===== config.mk =====
export PLATFORM = sky130hd
export DESIGN_NAME = oneshot_pwm_timer
export DESIGN_NICKNAME = d
export VERILOG_FILES = /design/src/rtl/opwm_pkg.sv /design/src/rtl/opwm_trig_sync.sv /design/src/rtl/opwm_compare_shadow.sv /design/src/rtl/opwm_counter_core.sv /design/src/rtl/oneshot_pwm_timer.sv
export SDC_FILE = /design/constraint.sdc
export NUM_CORES = 1
export LEC_CHECK = 0
export BUFFER_PORTS_ARGS = -buffer_cell sky130_fd_sc_hd__buf_2
export CAP_MARGIN = 20
export CORE_MARGIN = 2
export CORE_UTILIZATION = 25
export CTS_CLUSTER_DIAMETER = 100
export CTS_CLUSTER_SIZE = 30
export DETAILED_ROUTE_END_ITERATION = 8
export PLACE_DENSITY = 0.38
export SLEW_MARGIN = 20
export SYNTH_ARGS = -nofsm -noshare
export SYNTH_HDL_FRONTEND = slang
export SYNTH_HIERARCHICAL = 1
export SYNTH_SLANG_ARGS = --single-unit

===== constraint.sdc =====
create_clock -name clk -period 6.25 [get_ports clk]
set_input_delay 0.625 -clock clk [delete_from_list [all_inputs] [get_ports clk]]
set_output_delay 0.625 -clock clk [all_outputs]
set_load 0.005 [all_outputs]

===== src/rtl/opwm_pkg.sv =====
package opwm_pkg;
  typedef enum logic [1:0] {
    EDGE_RISE = 2'b00,
    EDGE_FALL = 2'b01,
    EDGE_BOTH = 2'b10,
    EDGE_NONE = 2'b11
  } edge_sel_e;
endpackage


===== src/rtl/opwm_trig_sync.sv =====
module opwm_trig_sync
  import opwm_pkg::*;
#(
  parameter int SYNC_STAGES = 2
) (
  input  logic      clk,
  input  logic      rst_n,
  input  logic      ext_i,
  input  edge_sel_e sel_i,
  output logic      edge_o
);
  localparam int MSB = SYNC_STAGES - 1;

  logic [MSB:0] chain_q;
  logic         prev_q;
  logic         synced;
  logic         rise, fall;

  generate
    for (genvar s = 0; s < SYNC_STAGES; s++) begin : g_sync
      if (s == 0) begin : g_first
        always_ff @(posedge clk or negedge rst_n)
          if (!rst_n) chain_q[0] <= 1'b0;
          else        chain_q[0] <= ext_i;
      end else begin : g_next
        always_ff @(posedge clk or negedge rst_n)
          if (!rst_n) chain_q[s] <= 1'b0;
          else        chain_q[s] <= chain_q[s-1];
      end
    end
  endgenerate

  assign synced = chain_q[MSB];

  always_ff @(posedge clk or negedge rst_n)
    if (!rst_n) prev_q <= 1'b0;
    else        prev_q <= synced;

  assign rise = synced & ~prev_q;
  assign fall = ~synced & prev_q;

  always_comb begin
    unique case (sel_i)
      EDGE_RISE: edge_o = rise;
      EDGE_FALL: edge_o = fall;
      EDGE_BOTH: edge_o = rise | fall;
      default:   edge_o = 1'b0;
    endcase
  end

  p_edge_after_sync_r8: assert property (@(posedge clk) disable iff (!rst_n)
    edge_o |-> (synced != prev_q));
endmodule


===== src/rtl/opwm_compare_shadow.sv =====
module opwm_compare_shadow #(
  parameter int CNT_W = 16
) (
  input  logic             clk,
  input  logic             rst_n,
  input  logic             running_i,
  input  logic             reload_i,
  input  logic             per_wr_i,
  input  logic [CNT_W-1:0] per_wdata_i,
  input  logic             wid_wr_i,
  input  logic [CNT_W-1:0] wid_wdata_i,
  output logic [CNT_W-1:0] per_buf_o,
  output logic [CNT_W-1:0] wid_buf_o
);
  logic [CNT_W-1:0] per_q, wid_q;
  logic             take;

  assign take = !running_i || reload_i;

  always_ff @(posedge clk or negedge rst_n) begin
    if (!rst_n) begin
      per_q     <= '0;
      wid_q     <= '0;
      per_buf_o <= '0;
      wid_buf_o <= '0;
    end else begin
      if (per_wr_i) per_q <= per_wdata_i;
      if (wid_wr_i) wid_q <= wid_wdata_i;
      if (take) begin
        per_buf_o <= per_q;
        wid_buf_o <= wid_q;
      end
    end
  end

  p_buf_hold_r6: assert property (@(posedge clk) disable iff (!rst_n)
    (running_i && !reload_i) |=> ($stable(per_buf_o) && $stable(wid_buf_o)));
endmodule


===== src/rtl/opwm_counter_core.sv =====
module opwm_counter_core #(
  parameter int CNT_W = 16
) (
  input  logic             clk,
  input  logic             rst_n,
  input  logic             en_i,
  input  logic             tick_i,
  input  logic             trig_i,
  input  logic [CNT_W-1:0] per_buf_i,
  input  logic [CNT_W-1:0] wid_buf_i,
  output logic             running_o,
  output logic             reload_o,
  output logic             pwm_o,
  output logic             tog_o,
  output logic             period_irq_o,
  output logic             width_irq_o
);
  localparam logic [CNT_W-1:0] PARK = '1;
  localparam logic [CNT_W-1:0] ONE  = CNT_W'(1);

  logic [CNT_W-1:0] cnt_q, cnt_inc;
  logic             pend_q, pend_any, apply, step, wrap;

  assign pend_any = pend_q | trig_i;
  assign apply    = en_i & tick_i & pend_any;
  assign step     = en_i & tick_i & running_o & ~apply;
  assign wrap     = step & (cnt_q == per_buf_i);
  assign reload_o = wrap;
  assign cnt_inc  = cnt_q + ONE;

  always_ff @(posedge clk or negedge rst_n) begin
    if (!rst_n) begin
      cnt_q        <= PARK;
      running_o    <= 1'b0;
      pend_q       <= 1'b0;
      pwm_o        <= 1'b0;
      tog_o        <= 1'b0;
      period_irq_o <= 1'b0;
      width_irq_o  <= 1'b0;
    end else begin
      period_irq_o <= 1'b0;
      width_irq_o  <= 1'b0;
      if (!en_i) begin
        cnt_q     <= PARK;
        running_o <= 1'b0;
        pend_q    <= 1'b0;
        pwm_o     <= 1'b0;
        tog_o     <= 1'b0;
      end else begin
        pend_q <= pend_any & ~tick_i;
        if (apply) begin
          cnt_q     <= '0;
          running_o <= 1'b1;
          pwm_o     <= 1'b1;
          tog_o     <= ~tog_o;
        end else if (wrap) begin
          cnt_q        <= '0;
          pwm_o        <= 1'b1;
          period_irq_o <= 1'b1;
        end else if (step) begin
          cnt_q <= cnt_inc;
          if (cnt_inc == wid_buf_i) begin
            pwm_o       <= 1'b0;
            width_irq_o <= 1'b1;
          end
        end
      end
    end
  end

  p_parked_idle_r1: assert property (@(posedge clk) disable iff (!rst_n)
    !running_o |-> (cnt_q == PARK && !period_irq_o && !width_irq_o));
  p_trig_high_r7: assert property (@(posedge clk) disable iff (!rst_n)
    (en_i && tick_i && trig_i) |=> pwm_o);
  p_trig_flip_r2: assert property (@(posedge clk) disable iff (!rst_n)
    (en_i && tick_i && trig_i) |=> (tog_o != $past(tog_o)));
  p_wrap_zero_r4: assert property (@(posedge clk) disable iff (!rst_n)
    period_irq_o |-> (cnt_q == '0 && pwm_o));
  p_width_low_r5: assert property (@(posedge clk) disable iff (!rst_n)
    width_irq_o |-> (!pwm_o && cnt_q == wid_buf_i));
  p_tick_hold_r9: assert property (@(posedge clk) disable iff (!rst_n)
    (en_i && !tick_i) |=> ($stable(cnt_q) && $stable(pwm_o) && !period_irq_o));
  p_disable_r10: assert property (@(posedge clk) disable iff (!rst_n)
    !en_i |=> (!pwm_o && !tog_o && !running_o));
endmodule


===== src/rtl/oneshot_pwm_timer.sv =====
module oneshot_pwm_timer
  import opwm_pkg::*;
#(
  parameter int CNT_W       = 16,
  parameter int SYNC_STAGES = 2
) (
  input  logic             clk,
  input  logic             rst_n,
  input  logic             tick_i,
  input  logic             en_i,
  input  logic             ext_trig_i,
  input  logic [1:0]       edge_sel_i,
  input  logic             sw_trig_i,
  input  logic             period_wr_i,
  input  logic [CNT_W-1:0] period_wdata_i,
  input  logic             width_wr_i,
  input  logic [CNT_W-1:0] width_wdata_i,
  output logic             pwm_o,
  output logic             tog_o,
  output logic             period_irq_o,
  output logic             width_irq_o
);
  logic             ext_edge, trig, running, reload;
  logic [CNT_W-1:0] per_buf, wid_buf;
  edge_sel_e        sel;

  assign sel  = edge_sel_e'(edge_sel_i);
  assign trig = en_i & (ext_edge | sw_trig_i);

  opwm_trig_sync #(.SYNC_STAGES(SYNC_STAGES)) u_sync (
    .clk   (clk),
    .rst_n (rst_n),
    .ext_i (ext_trig_i),
    .sel_i (sel),
    .edge_o(ext_edge)
  );

  opwm_compare_shadow #(.CNT_W(CNT_W)) u_shadow (
    .clk        (clk),
    .rst_n      (rst_n),
    .running_i  (running),
    .reload_i   (reload),
    .per_wr_i   (period_wr_i),
    .per_wdata_i(period_wdata_i),
    .wid_wr_i   (width_wr_i),
    .wid_wdata_i(width_wdata_i),
    .per_buf_o  (per_buf),
    .wid_buf_o  (wid_buf)
  );

  opwm_counter_core #(.CNT_W(CNT_W)) u_core (
    .clk         (clk),
    .rst_n       (rst_n),
    .en_i        (en_i),
    .tick_i      (tick_i),
    .trig_i      (trig),
    .per_buf_i   (per_buf),
    .wid_buf_i   (wid_buf),
    .running_o   (running),
    .reload_o    (reload),
    .pwm_o       (pwm_o),
    .tog_o       (tog_o),
    .period_irq_o(period_irq_o),
    .width_irq_o (width_irq_o)
  );

  p_irq_exclusive_r5: assert property (@(posedge clk) disable iff (!rst_n)
    !(period_irq_o && width_irq_o));
endmodule


# After elaboration in Yosys (flattened, before gate mapping)
# Index checks and enable logic that the tools add are counted.
# totals
regBits,89
input_bits,42
out_inout_bits,4
wordCells,66
# classes
addsub,1
eq_ne,7
n_mux,23
n_bitwise,17
reduce_logical,4
# op_table
cell,n
2-to-1 mux 16 bit,4
== test 16 bit,2
2-to-1 mux 1 bit,18
"adder 16 x 1 -> 16 bit, second input constant",1
bitwise AND 1 bit,9
"inequality test 4 x 1 -> 1 bit, second input constant",2
NOT 1 bit,5
OR 1 bit,3
case mux 1 bit (3 select lines),1
"== test 2 x 1 -> 1 bit, second input constant",1
"== test 2 bit, second input constant",1
logical NOT 2 bit,1
"inequality test 2 x 1 -> 1 bit, second input constant",1
AND reduction 2 bit,1
logical NOT 1 bit,1
logical OR 1 bit,1

# Longest topological paths before layout
# Gate-level depths: netlist of the first run.
# logic_depth
ltp_word,14
depth_mapped,13
ltp_nobuf,11

# Cells and area by module
# Netlist of the first run, hierarchy kept.
# modules_own_cells
mod,instances,cells_each,area_each_um2,seq_area_each_um2
opwm_compare_shadow,1,137,2544.9,1601.5
opwm_counter_core,1,204,1891.8,570.5
opwm_trig_sync,1,10,130.1,75.1
oneshot_pwm_timer,1,1,7.5,0.0

# Worst setup path before layout of the first run
# OpenSTA, ideal clock, no wires.
# synth_path
path_kind,input -> register
startpoint,input port edge_sel_i[0]
endpoint,register u_shadow.per_buf_o[0]
setup_time_ps,125
t_arrival_ps,2221
required_time_ps,6125
path_slack_ps,3904
stages,10
path_buffers,2
path_cell_list,mux2i_1 -> o22ai_1 -> o21a_1 -> nor2_1 -> nand4_1 -> nor3_2 -> nand2b_4 -> buf_6 -> buf_12 -> mux2_4
# synth_between
elab_chain_cells,10
word_cells_on_any_way,12
cone_classes,eq/ne: 2; mux: 1; bitwise: 7; reduce/logical: 2
# synth_lines
element,line_no,source
"start, declared",oneshot_pwm_timer.sv:12,"input logic [1:0] edge_sel_i,"
"== test 2 bit, or another cell as far along",opwm_trig_sync.sv:43,unique case (sel_i)
case mux 1 bit (3 select lines) *,opwm_trig_sync.sv:43,
via ext_edge,oneshot_pwm_timer.sv:23,"logic ext_edge, trig, running, reload;"
OR 1 bit *,oneshot_pwm_timer.sv:28,assign trig = en_i & (ext_edge | sw_trig_i);
bitwise AND 1 bit *,oneshot_pwm_timer.sv:28,
via trig,oneshot_pwm_timer.sv:23,
OR 1 bit *,opwm_counter_core.sv:24,assign pend_any = pend_q | trig_i;
bitwise AND 1 bit *,opwm_counter_core.sv:25,assign apply = en_i & tick_i & pend_any;
NOT 1 bit *,opwm_counter_core.sv:26,assign step = en_i & tick_i & running_o & ~apply;
bitwise AND 1 bit *,opwm_counter_core.sv:26,
bitwise AND 1 bit *,opwm_counter_core.sv:27,assign wrap = step & (cnt_q == per_buf_i);
via reload,oneshot_pwm_timer.sv:23,
logical OR 1 bit *,opwm_compare_shadow.sv:18,assign take = !running_i || reload_i;
"end signal, assigned",opwm_compare_shadow.sv:30,per_buf_o <= per_q;
"end, declared",opwm_compare_shadow.sv:12,"output logic [CNT_W-1:0] per_buf_o,"
# The timed path passes the listed nets; every way through them passes the cells marked *.
# A chain may end at the register's enable or synchronous reset.

# Final worst setup path of the first run
# layout_path
startpoint,"register u_sync.chain_q[1], in the netlist u_sync/synced"
endpoint,register u_shadow.wid_buf_o[15]
# layout_between
elab_chain_cells,12
word_cells_on_any_way,13
cone_classes,mux: 1; bitwise: 11; reduce/logical: 1
# layout_lines
element,line_no,source
"start, declared",opwm_trig_sync.sv:14,logic [MSB:0] chain_q;
"start signal, assigned by index",opwm_trig_sync.sv:28,else chain_q[s] <= chain_q[s-1];
NOT 1 bit,opwm_trig_sync.sv:40,assign fall = ~synced & prev_q;
bitwise AND 1 bit,opwm_trig_sync.sv:40,
OR 1 bit,opwm_trig_sync.sv:46,EDGE_BOTH: edge_o = rise | fall;
case mux 1 bit (3 select lines) *,opwm_trig_sync.sv:43,
via ext_edge,oneshot_pwm_timer.sv:23,
OR 1 bit *,oneshot_pwm_timer.sv:28,
bitwise AND 1 bit *,oneshot_pwm_timer.sv:28,
via trig,oneshot_pwm_timer.sv:23,
OR 1 bit *,opwm_counter_core.sv:24,
bitwise AND 1 bit *,opwm_counter_core.sv:25,
NOT 1 bit *,opwm_counter_core.sv:26,
bitwise AND 1 bit *,opwm_counter_core.sv:26,
bitwise AND 1 bit *,opwm_counter_core.sv:27,
via reload,oneshot_pwm_timer.sv:23,
logical OR 1 bit *,opwm_compare_shadow.sv:18,
"end signal, assigned",opwm_compare_shadow.sv:31,wid_buf_o <= wid_q;
"end, declared",opwm_compare_shadow.sv:13,output logic [CNT_W-1:0] wid_buf_o
# Marks and branches as above.

==> flow_summary.toml, run 1 <==
[synthesis]
syn_area_per_cell_um2 = 13.0
synth-edff-count = 0
synth-seq-cells = 89
async_reset_ff_share_pct = 100
yosys_warnings = 6
syn_inst = 352
synth_area_um2 = 4570
synthFlopType = "dfrtp_1"
seq_area_frac_synth_pct = 49.1
synth.distinct_cells = 55
syn_nets = 397

[floorplanning]
fp.dieW_um = 139
die_h_um = 139
ios = 46
dieArea_um2 = 19400
core_um2 = 18000
initial_utilization_pct = 25.5
rows = 49

[timing]
finalClockSkew_ns = 0.0105
tightest_slew_ns = 0.868
finalHoldViolCount = 0
whs_ns = 0.108
period_share_pct = 43.5
max_freq_mhz = 368
drv_slew = 0
slew_headroom_pct = 41.5
setup_viol = 0
totalNegativeSetupSlack_ns = 0
period_needed_ns = 2.72
rsz0062_at_grt = "false"

[global_route]
gr-total-overflow = 0
grt_pass1_wl_um = 15000
grt_pass1_vias = 2732
antenna_found_initial = 0
grt_usage_pct = 10.1
grt_max_degree = 80

[run_status]
outcome = "finished clean"

[routing]
drtAntennaViolNets = 0
wire_per_inst_um = 15.1
vias = 2670
first_iter_violations = 109
drc = 0
drt_pre_antenna_iters = 4
viasPerCell = 4.33
drt-total-wl_um = 9340

[worst_setup_path]
reg2reg_setup_slack_ns = 3.53
start_kind = "register"
startpoint = "u_sync/synced"
cp.arrival_ns = 2.95
r2r_start = "u_sync/synced"
crit_slowest_cell = "nand2b_4"
worstSetupPathType = "reg -> reg"
r2r-end = "u_shadow/wid_buf_o[15]"
ff2ff_path_depth = 10
worstPathRequired_ns = 6.48
cp-end-kind = "register"
crit_path_max_fanout = 32
max_stage_delay_ns = 0.55
worstPathCellList = "inv_1 > ha_1 > mux2i_1 > o22ai_1 > o21a_1 > nor2_1 > nand4_1 > nor3_2 > nand2b_4 > mux2_2"

[power_and_ir_drop]
finalPower_mw = 1.61
p_per_area_nw_per_um2 = 312
power_leakage_nw = 2.19
peakVddDrop_mv = 0.141

[final_layout]
area_growth_pct = 12.5
antenna_cells = 0
drive_gt1_share_pct = 39.9
final_area_um2 = 5150
fill_cells = 1834
multi_input_area_um2 = 2060
fin_nets = 428
register_area_um2 = 2250

[clock_network]
clk_pin_slew_ns = 0.06
cts_buffers = 9
ctsHoldBuffers = 0
htreeDepth = 3
cts_resized = 0
cts_buffer_depth = 2
root_buffer = "clkbuf_16"
cts_tree = "done"
clock-sinks = 89
post_cts_buffers = 0
worstSkewPairLatency_ns = 0.35

[worst_hold_path]
hp-class = "in -> async"

[run]
max_cap_viol_count = 0

[place]
io_buffers = 45
gp_congestion = 0.778
place_hpwl_um = 6600
placed_area_um2 = 4850
## worst max path at each step
stage	slack [ns]	endpoint	depth (start not counted)
after floorplan	3.90	u_shadow/per_buf_o[0]	10
after global placement	3.41	u_shadow/per_buf_o[12]	9
after detailed placement	3.37	u_shadow/per_buf_o[12]	9
after CTS	3.51	u_shadow/per_buf_o[12]	10
after global routing	3.27	u_shadow/per_buf_o[12]	10
final	3.53	u_shadow/wid_buf_o[15]	10
## layout by cell type, fill, tap and decap left out, types with 2 or more instances in the layout
cell,count
a21oi_1,17
a31o_1,2
a31oi_1,4
and2_1,3
buf_2,44
clkbuf_1,2
clkbuf_16,9
dfrtp_1,73
dfstp_2,16
ha_1,3
inv_1,4
mux2_2,34
mux2_4,30
nand2_1,15
nand3_1,5
nand4_1,6
nand4b_1,2
nor2_1,12
nor2b_1,2
nor3_1,5
nor3_2,2
nor4_1,6
o21a_1,3
o21ai_0,7
o22ai_1,2
xnor2_1,21
xor2_1,25
xor2_2,2
## synthesized netlist by cell type (3+ instances only)
master / instances / share of area [%]
nor3_1: 5 / 0.55
nand3_1: 5 / 0.55
buf_2: 5 / 0.55
xnor2_1: 21 / 4.0
a21oi_1: 17 / 1.9
dfrtp_1: 73 / 40
buf_12: 3 / 1.3
ha_1: 3 / 0.82
o21a_1: 3 / 0.49
nor2_1: 12 / 0.98
dfstp_2: 16 / 9.2
nand4_1: 6 / 0.82
nor4_1: 6 / 0.82
mux2_2: 34 / 8.4
and2_1: 3 / 0.41
o21ai_0: 7 / 0.77
a31oi_1: 4 / 0.55
xor2_1: 25 / 4.8
buf_6: 10 / 2.5
mux2_4: 30 / 9.8
inv_1: 4 / 0.33
nand2_1: 15 / 1.2
buf_4: 6 / 0.98
## kinds of logic after synthesis
group	Yosys count	share of synthesized area [%]
compound gates	43	6.15
buf+inv	30	5.80
simple gates	73	9.79
flops	89	49.1
fa+ha+maj	3	0.821
xor+xnor	49	9.87
mux	65	18.4
## cell type report
class,instances,area share [%]
clock inverters,4,0.997
clock buffers,12,4.79
inverters,4,0.292
multi-input cells,233,40.1
repair buffers,46,4.64
well taps,229,5.57
flip-flops and latches,89,43.7
## registers in the layout, indices dropped and copies added, names as in the netlist, 16 cells and up
name	flops
u_shadow/per_q	16
u_shadow/wid_buf_o	16
u_core/cnt_q	16
u_shadow/wid_q	16
u_shadow/per_buf_o	16
## worst max-delay path: cells and delay by family (launching register included)
kind	cells	cell delay, ns
buffers and inverters	1	0.06
muxes	2	0.52
AOI/OAI and AO/OA	2	0.27
DFF	1	0.39
and+or+nand+nor	4	1.15
adders and majority gates	1	0.17
## layer usage
metal / vias to the layer above / wire length, um / global-route usage (%)
met4: 0 / 104 / 2.87
li1: 1300 / - / -
met3: 7 / 392 / 3.92
met1: 1317 / 4530 / 13.5
met2: 46 / 4320 / 15.4
met5: - / 0 / 0
## report_power, final
part           internal (mW)  total (mW)  switching, mW  leakage [nW]
registers              0.657       0.739         0.0823          1.03
logic                  0.167       0.320          0.153          1.01
clock network          0.322       0.546          0.224         0.143
total                   1.15        1.61          0.460          2.19
## metrics by stage
step | util, % | setup WS [ns] | std cells
floorplan | - | 3.90 | 352
finish | 28.7 | 3.53 | 617
global placement | 27.0 | 3.41 | 601
CTS | 28.6 | 3.51 | 617
global route | 28.7 | 3.27 | 617
detailed placement | 27.0 | 3.37 | 601
Power figures use the tool's default switching activity.
==> inputs of run 2 (changes only) <==
--- a/config.mk
+++ b/config.mk
@@ -5,6 +5,7 @@
 export SDC_FILE = /design/constraint.sdc
 export NUM_CORES = 1
 export LEC_CHECK = 0
+export ABC_AREA = 1
 export BUFFER_PORTS_ARGS = -buffer_cell sky130_fd_sc_hd__buf_2
 export CAP_MARGIN = 20
 export CORE_MARGIN = 2
@@ -12,7 +13,7 @@
 export CTS_CLUSTER_DIAMETER = 100
 export CTS_CLUSTER_SIZE = 30
 export DETAILED_ROUTE_END_ITERATION = 8
-export PLACE_DENSITY = 0.38
+export PLACE_DENSITY = 0.4
 export SLEW_MARGIN = 20
 export SYNTH_ARGS = -nofsm -noshare
 export SYNTH_HDL_FRONTEND = slang
==> constraint.sdc (replaced) <==
create_clock -name clk -period 2.4 [get_ports clk]
set_input_delay 0.24 -clock clk [delete_from_list [all_inputs] [get_ports clk]]
set_output_delay 0.24 -clock clk [all_outputs]
set_load 0.005 [all_outputs]
==> run 2 against run 1 <==
Against the previous run: clock skew shrank 0.0039 ns; global-route usage up 3.2 points; sequential share of layout area down 4.4 points; register-to-register slack lost 3.5 ns; fmax is 14% higher; synthesized area is 4.2% higher; clock power grew 150%; core utilization grew 2.0 points; hold slack got worse by 0.056 ns; combinational power increased to 3.3 times the previous value; critical path type unchanged; critical endpoint is now u_shadow/per_buf_o[14]; highest routed layer unchanged.
==> flow_summary.toml, run 2 <==
[run_status]
outcome = "finished clean"

[clock_network]
cts_buffers = 9
worstSkewPairLatency_ns = 0.35
cts_tree = "done"
clock-sinks = 89
clk_pin_slew_ns = 0.07
root_buffer = "clkbuf_16"
cts_buffer_depth = 2
htreeDepth = 3

[global_route]
grt_pass1_wl_um = 20900
grt_pass1_vias = 4019
gr-total-overflow = 0
grt_usage_pct = 13.3
grt_max_degree = 42
antenna_found_initial = 0

[synthesis]
synth_area_leaders = "dfrtp_1 38%, nand2_1 14%, dfstp_2 8.8%"
synth-seq-cells = 89
synthFlopType = "dfrtp_1"
yosys.area.top_type_share_pct = 38.3
synth_area_um2 = 4770
synth-edff-count = 0
synth.distinct_cells = 34
yosys_warnings = 6
async_reset_ff_share_pct = 100
synth_common_cells = "179 x nand2_1, 82 x inv_1, 73 x dfrtp_1"
synth_top_area_cell = "dfrtp_1"
syn_nets = 660
seq_area_frac_synth_pct = 47.2
syn_area_per_cell_um2 = 7.75
syn_inst = 615
synth_most_common_cell = "nand2_1"

[final_layout]
fin_nets = 718
final_cell_count_no_fill = 912
layout_commonest_cell = "nand2_1"
antenna_cells = 0
area_growth_pct = 20.2
layout_common_cells = "179 x nand2_1, 81 x inv_1, 73 x dfrtp_1"
drive_gt1_share_pct = 22.0

[place]
dpl.cell_count = 889
io_buffers = 45
gp_congestion = 0.826
place_ws_ns = -0.361
place_hpwl_um = 8880

[worst_hold_path]
hp-class = "in -> reg"

[timing]
slew_headroom_pct = 63.1
period_share_pct = 99.4
rsz0062_at_grt = "true"
max_freq_mhz = 419
drv_slew = 0
finalHoldViolCount = 0
period_needed_ns = 2.39
fin_ws_ns = 0.0139
tightest_slew_ns = 0.554
setup_viol = 0
totalNegativeSetupSlack_ns = 0
finalClockSkew_ns = 0.00666

[floorplanning]
rows = 50
dieArea_um2 = 20200
ios = 46
die_h_um = 142
fp.dieW_um = 142
core_um2 = 18700
initial_utilization_pct = 25.5

[power_and_ir_drop]
power_leakage_nw = 2.95
p_per_area_nw_per_um2 = 756
finalPower_mw = 4.33
peakVddDrop_mv = 0.361

[routing]
vias = 4059
drt-total-wl_um = 12600
first_iter_violations = 226
drc = 0
wire_per_inst_um = 13.8
drt_pre_antenna_iters = 4
drtAntennaViolNets = 0
viasPerCell = 4.45

[worst_setup_path]
start_kind = "register"
worstSetupPathType = "reg -> reg"
worstPathRequired_ns = 2.64
cp.arrival_ns = 2.63
crit_slowest_cell = "dfrtp_1"
cp-end-kind = "register"
worstPathCellList = "ha_1 > inv_1 > nand3b_1 > nand3_2 > nor2_2 > nor2_1 > nor2_2 > nor3_4 > nor2_4 > nand3_2 > nor3_4 > buf_6 > inv_8 > clkbuf_16 > nand3_1 > nand2_1"
max_stage_delay_ns = 0.39
crit_path_max_fanout = 7

[run]
max_cap_viol_count = 0
==> run 2: layer usage <==
| layer | vias to the layer above | wire length (um) | global-route usage [%] |
|---|---|---|---|
| met2 | 95 | 5490 | 19.7 |
| li1 | 2065 | - | - |
| met5 | - | 0 | 0 |
| met1 | 1880 | 6050 | 18.9 |
| met4 | 0 | 275 | 5.00 |
| met3 | 19 | 801 | 3.16 |
==> run 2: through the flow <==
stage	hold WS [ns]	instance area (um2)	utilization, %
after floorplan	-0.0556	4770	-
after CTS	0.0346	5620	30.0
after global placement	0.276	5270	28.2
after detailed placement	0.278	5270	28.2
final	0.0523	5730	30.6
after global routing	0.0335	5730	30.6
==> run 2: what timing repair did <==
action | in CTS | in global routing
setup buffers | 1 | 1
pin swaps | 3 | 7
endpoints found under the setup margin | 47 | 49
endpoints found under the hold margin | 22 | 0
resized for setup | 7 | 13
hold buffers | 2 | 0
gates cloned | 1 | 3
==> run 2: final cells by class <==
cell class / count / area [um2]
flip-flops and latches: 89 / 2250
multi-input cells: 421 / 2100
clock inverters: 6 / 40.0
well taps: 234 / 293
fillers: 2043 / 13000
inverters: 85 / 327
repair buffers: 67 / 482
clock buffers: 10 / 239
==> run 2: cells by family after synthesis <==
logic type	count (synthesis)	synth area share, %
buffers and inverters	106	10.5
XOR/XNOR	6	1.10
AO/OA/AOI/OAI	58	6.43
flip-flops	89	47.2
adder cells (fa/ha/maj)	3	0.788
AND/OR/NAND/NOR	353	34.1
==> run 2: worst max-delay path: cells and delay by family, from the launching register on <==
family,cells,cell delay (ns)
simple gates,11,1.19
flops,1,0.39
fa+ha+maj,1,0.28
buf+inv,4,0.39
==> run 2: final timing paths <==
check                           depth (start not counted)  slack (ns)         startpoint                endpoint
worst min-delay path                                    2        0.05             tick_i           u_core/pend_q
worst max register to register                         16        0.01      u_sync/synced  u_shadow/per_buf_o[14]
max in group asynchronous                               3        1.36              rst_n   u_shadow/per_buf_o[8]
worst min register to register                          0        0.36  u_sync/chain_q[0]           u_sync/synced
worst max-delay path                                   16        0.01      u_sync/synced  u_shadow/per_buf_o[14]
min in group asynchronous                               2        0.42              rst_n           u_sync/prev_q
==> run 2: report_power, final <==
group	internal, mW	leakage (nW)	switching (mW)
registers	1.72	1.07	0.194
logic	0.392	1.74	0.673
clock network	0.732	0.139	0.622
==> inputs of run 3 (changes only) <==
--- a/config.mk
+++ b/config.mk
@@ -9,11 +9,11 @@
 export BUFFER_PORTS_ARGS = -buffer_cell sky130_fd_sc_hd__buf_2
 export CAP_MARGIN = 20
 export CORE_MARGIN = 2
-export CORE_UTILIZATION = 25
+export CORE_UTILIZATION = 54
 export CTS_CLUSTER_DIAMETER = 100
 export CTS_CLUSTER_SIZE = 30
 export DETAILED_ROUTE_END_ITERATION = 8
-export PLACE_DENSITY = 0.4
+export PLACE_DENSITY = 0.75
 export SLEW_MARGIN = 20
 export SYNTH_ARGS = -nofsm -noshare
 export SYNTH_HDL_FRONTEND = slang
==> run 3 against run 2 <==
Against the previous run: critical path depth is the same; largest power group unchanged; wire length fell by 16%; fmax is 1.2% higher.
==> flow_summary.toml, run 3 (synthesized netlist as in run 2, its figures left out) <==
[worst_hold_path]
holdPathEnd = "u_core/pend_q"
hp-class = "in -> reg"
min_path_cells = 2
hold_start = "tick_i"

[floorplanning]
die_h_um = 97.9
rows = 34
initial_utilization_pct = 55.2
ios = 46
core_um2 = 8640
dieArea_um2 = 9590
fp.dieW_um = 97.9

[power_and_ir_drop]
p_seq_share_pct = 48.8
p_switching_mw = 1.41
p_per_area_nw_per_um2 = 730
finalPower_mw = 3.91
switching_share_pct = 36.0
p_comb_share_pct = 26.6
peakVddDrop_mv = 0.398
intPower_mw = 2.50
power_leakage_nw = 2.83
pwr-share-clk_pct = 24.6

[clock_network]
worstSkewPairLatency_ns = 0.37
clock-sinks = 89
root_buffer = "clkbuf_8"
clk_pin_slew_ns = 0.09
cts_buffers = 9
cts_tree = "done"
cts_buffer_depth = 2
htreeDepth = 3

[final_layout]
final_cell_count_no_fill = 779
register_area_um2 = 2250
antenna_cells = 0
layout_commonest_cell = "nand2_1"
layout_common_cells = "175 x nand2_1, 81 x inv_1, 73 x dfrtp_1"
area_growth_pct = 12.3
fill_cells = 793
multi_input_area_um2 = 2070
fin_nets = 711
drive_gt1_share_pct = 20.9
final_area_um2 = 5350

[worst_setup_path]
cp-end-kind = "register"
worstPathRequired_ns = 2.66
start_kind = "register"
r2r_start = "u_sync/synced"
r2r-end = "u_shadow/per_buf_o[4]"
reg2reg_setup_slack_ns = 0.04
cp.arrival_ns = 2.61
ff2ff_path_depth = 16
worstSetupPathType = "reg -> reg"
crit_path_max_fanout = 12

[routing]
first_iter_violations = 202
drt_pre_antenna_iters = 5
drt-total-wl_um = 10600
vias = 4068
drc = 0
drtAntennaViolNets = 0
viasPerCell = 5.22
wire_per_inst_um = 13.7

[global_route]
gr-total-overflow = 0
grt_usage_pct = 23.4
grt_pass1_vias = 3878
grt_pass1_wl_um = 18200
grt_max_degree = 54
antenna_found_initial = 0

[timing]
whs_ns = 0.0461
finalClockSkew_ns = 0.00988
slew_headroom_pct = 54.3
period_needed_ns = 2.36
tightest_slew_ns = 0.685
drv_slew = 0
totalNegativeSetupSlack_ns = 0
max_freq_mhz = 424
setup_viol = 0
period_share_pct = 98.2
finalHoldViolCount = 0
rsz0062_at_grt = "true"

[place]
io_buffers = 45
placed_area_um2 = 5050
dpl.cell_count = 757
place_hpwl_um = 7660
gp_congestion = 0.907

[run]
max_cap_viol_count = 0

[run_status]
outcome = "finished clean"
-- run 3: cell count changes in the layout (fill, tap and decap cells not counted), sizes merged --
cell  previous run  this run
buf             63        57
inv             87        86
-- run 3: worst max-delay path, stage by stage, from the launching register on --
cell and delay, ns:
dfrtp_1 0.40, ha_1 0.27, inv_1 0.03, nand3b_1 0.08, nand3_2 0.06, nor2_1 0.08
nor2_1 0.04, nor2_1 0.15, nor3_2 0.07, nor2_2 0.19, nand3_2 0.12, nor3_2 0.23
buf_4 0.17, inv_8 0.07, clkbuf_16 0.16, nand3_1 0.07, nand2_1 0.06
-- run 3: cell type report --
cell class                      instances  share of cell area, %
Timing Repair Buffer                   60                   7.32
Sequential cell                        89                   42.0
Multi-Input combinational cell        421                   38.7
Clock buffer                           11                   2.64
Tap cell                              108                   2.53
Inverter                               85                   6.10
Clock inverter                          5                  0.725
-- run 3: how the worst max path moves through the flow --
stage,from,to,cells after the start,slack (ns)
after floorplan,u_sync/synced,u_shadow/per_buf_o[13],15,0.08
after detailed placement,u_sync/synced,u_shadow/wid_buf_o[11],16,-0.13
after global routing,u_sync/synced,u_shadow/per_buf_o[12],16,-0.17
final,u_sync/synced,u_shadow/per_buf_o[4],16,0.04
after global placement,u_sync/synced,u_shadow/per_buf_o[2],16,-0.07
after CTS,u_sync/synced,u_shadow/per_buf_o[6],16,0.02
-- run 3: per-stage QoR --
step / worst slack [ns] / utilization [%]
final: 0.0433 / 62.0
after CTS: 0.0239 / 61.2
after global placement: -0.0747 / 58.5
after floorplan: 0.0801 / -
after global routing: -0.166 / 62.0
after detailed placement: -0.135 / 58.5
-- run 3: timing repair --
action / in CTS / in global routing
gates resized for setup: 3 / 11
buffers inserted: 1 / 1
setup endpoints to repair: 46 / 44
hold buffers: 2 / 0
hold endpoints to repair: 39 / 0
pin swaps: 2 / 3
cloned: 1 / 1
-- run 3: power groups by stage --
stage	sequential (mW)	combinational [mW]	clock (mW)
after global placement	1.93	0.989	0
after floorplan	1.86	0.809	0
after CTS	1.90	1.03	0.979
after global routing	1.93	1.20	1.04
final	1.91	1.04	0.962
after detailed placement	1.93	1.01	0
-- run 3: routing by layer --
layer / GRT usage (%) / wire length (um) / share of wire [%]
met2: 37.2 / 4930 / 46
met1: 32.3 / 5050 / 47
met3: 3.94 / 456 / 4.3
met5: 0 / 0 / 0
met4: 8.87 / 203 / 1.9
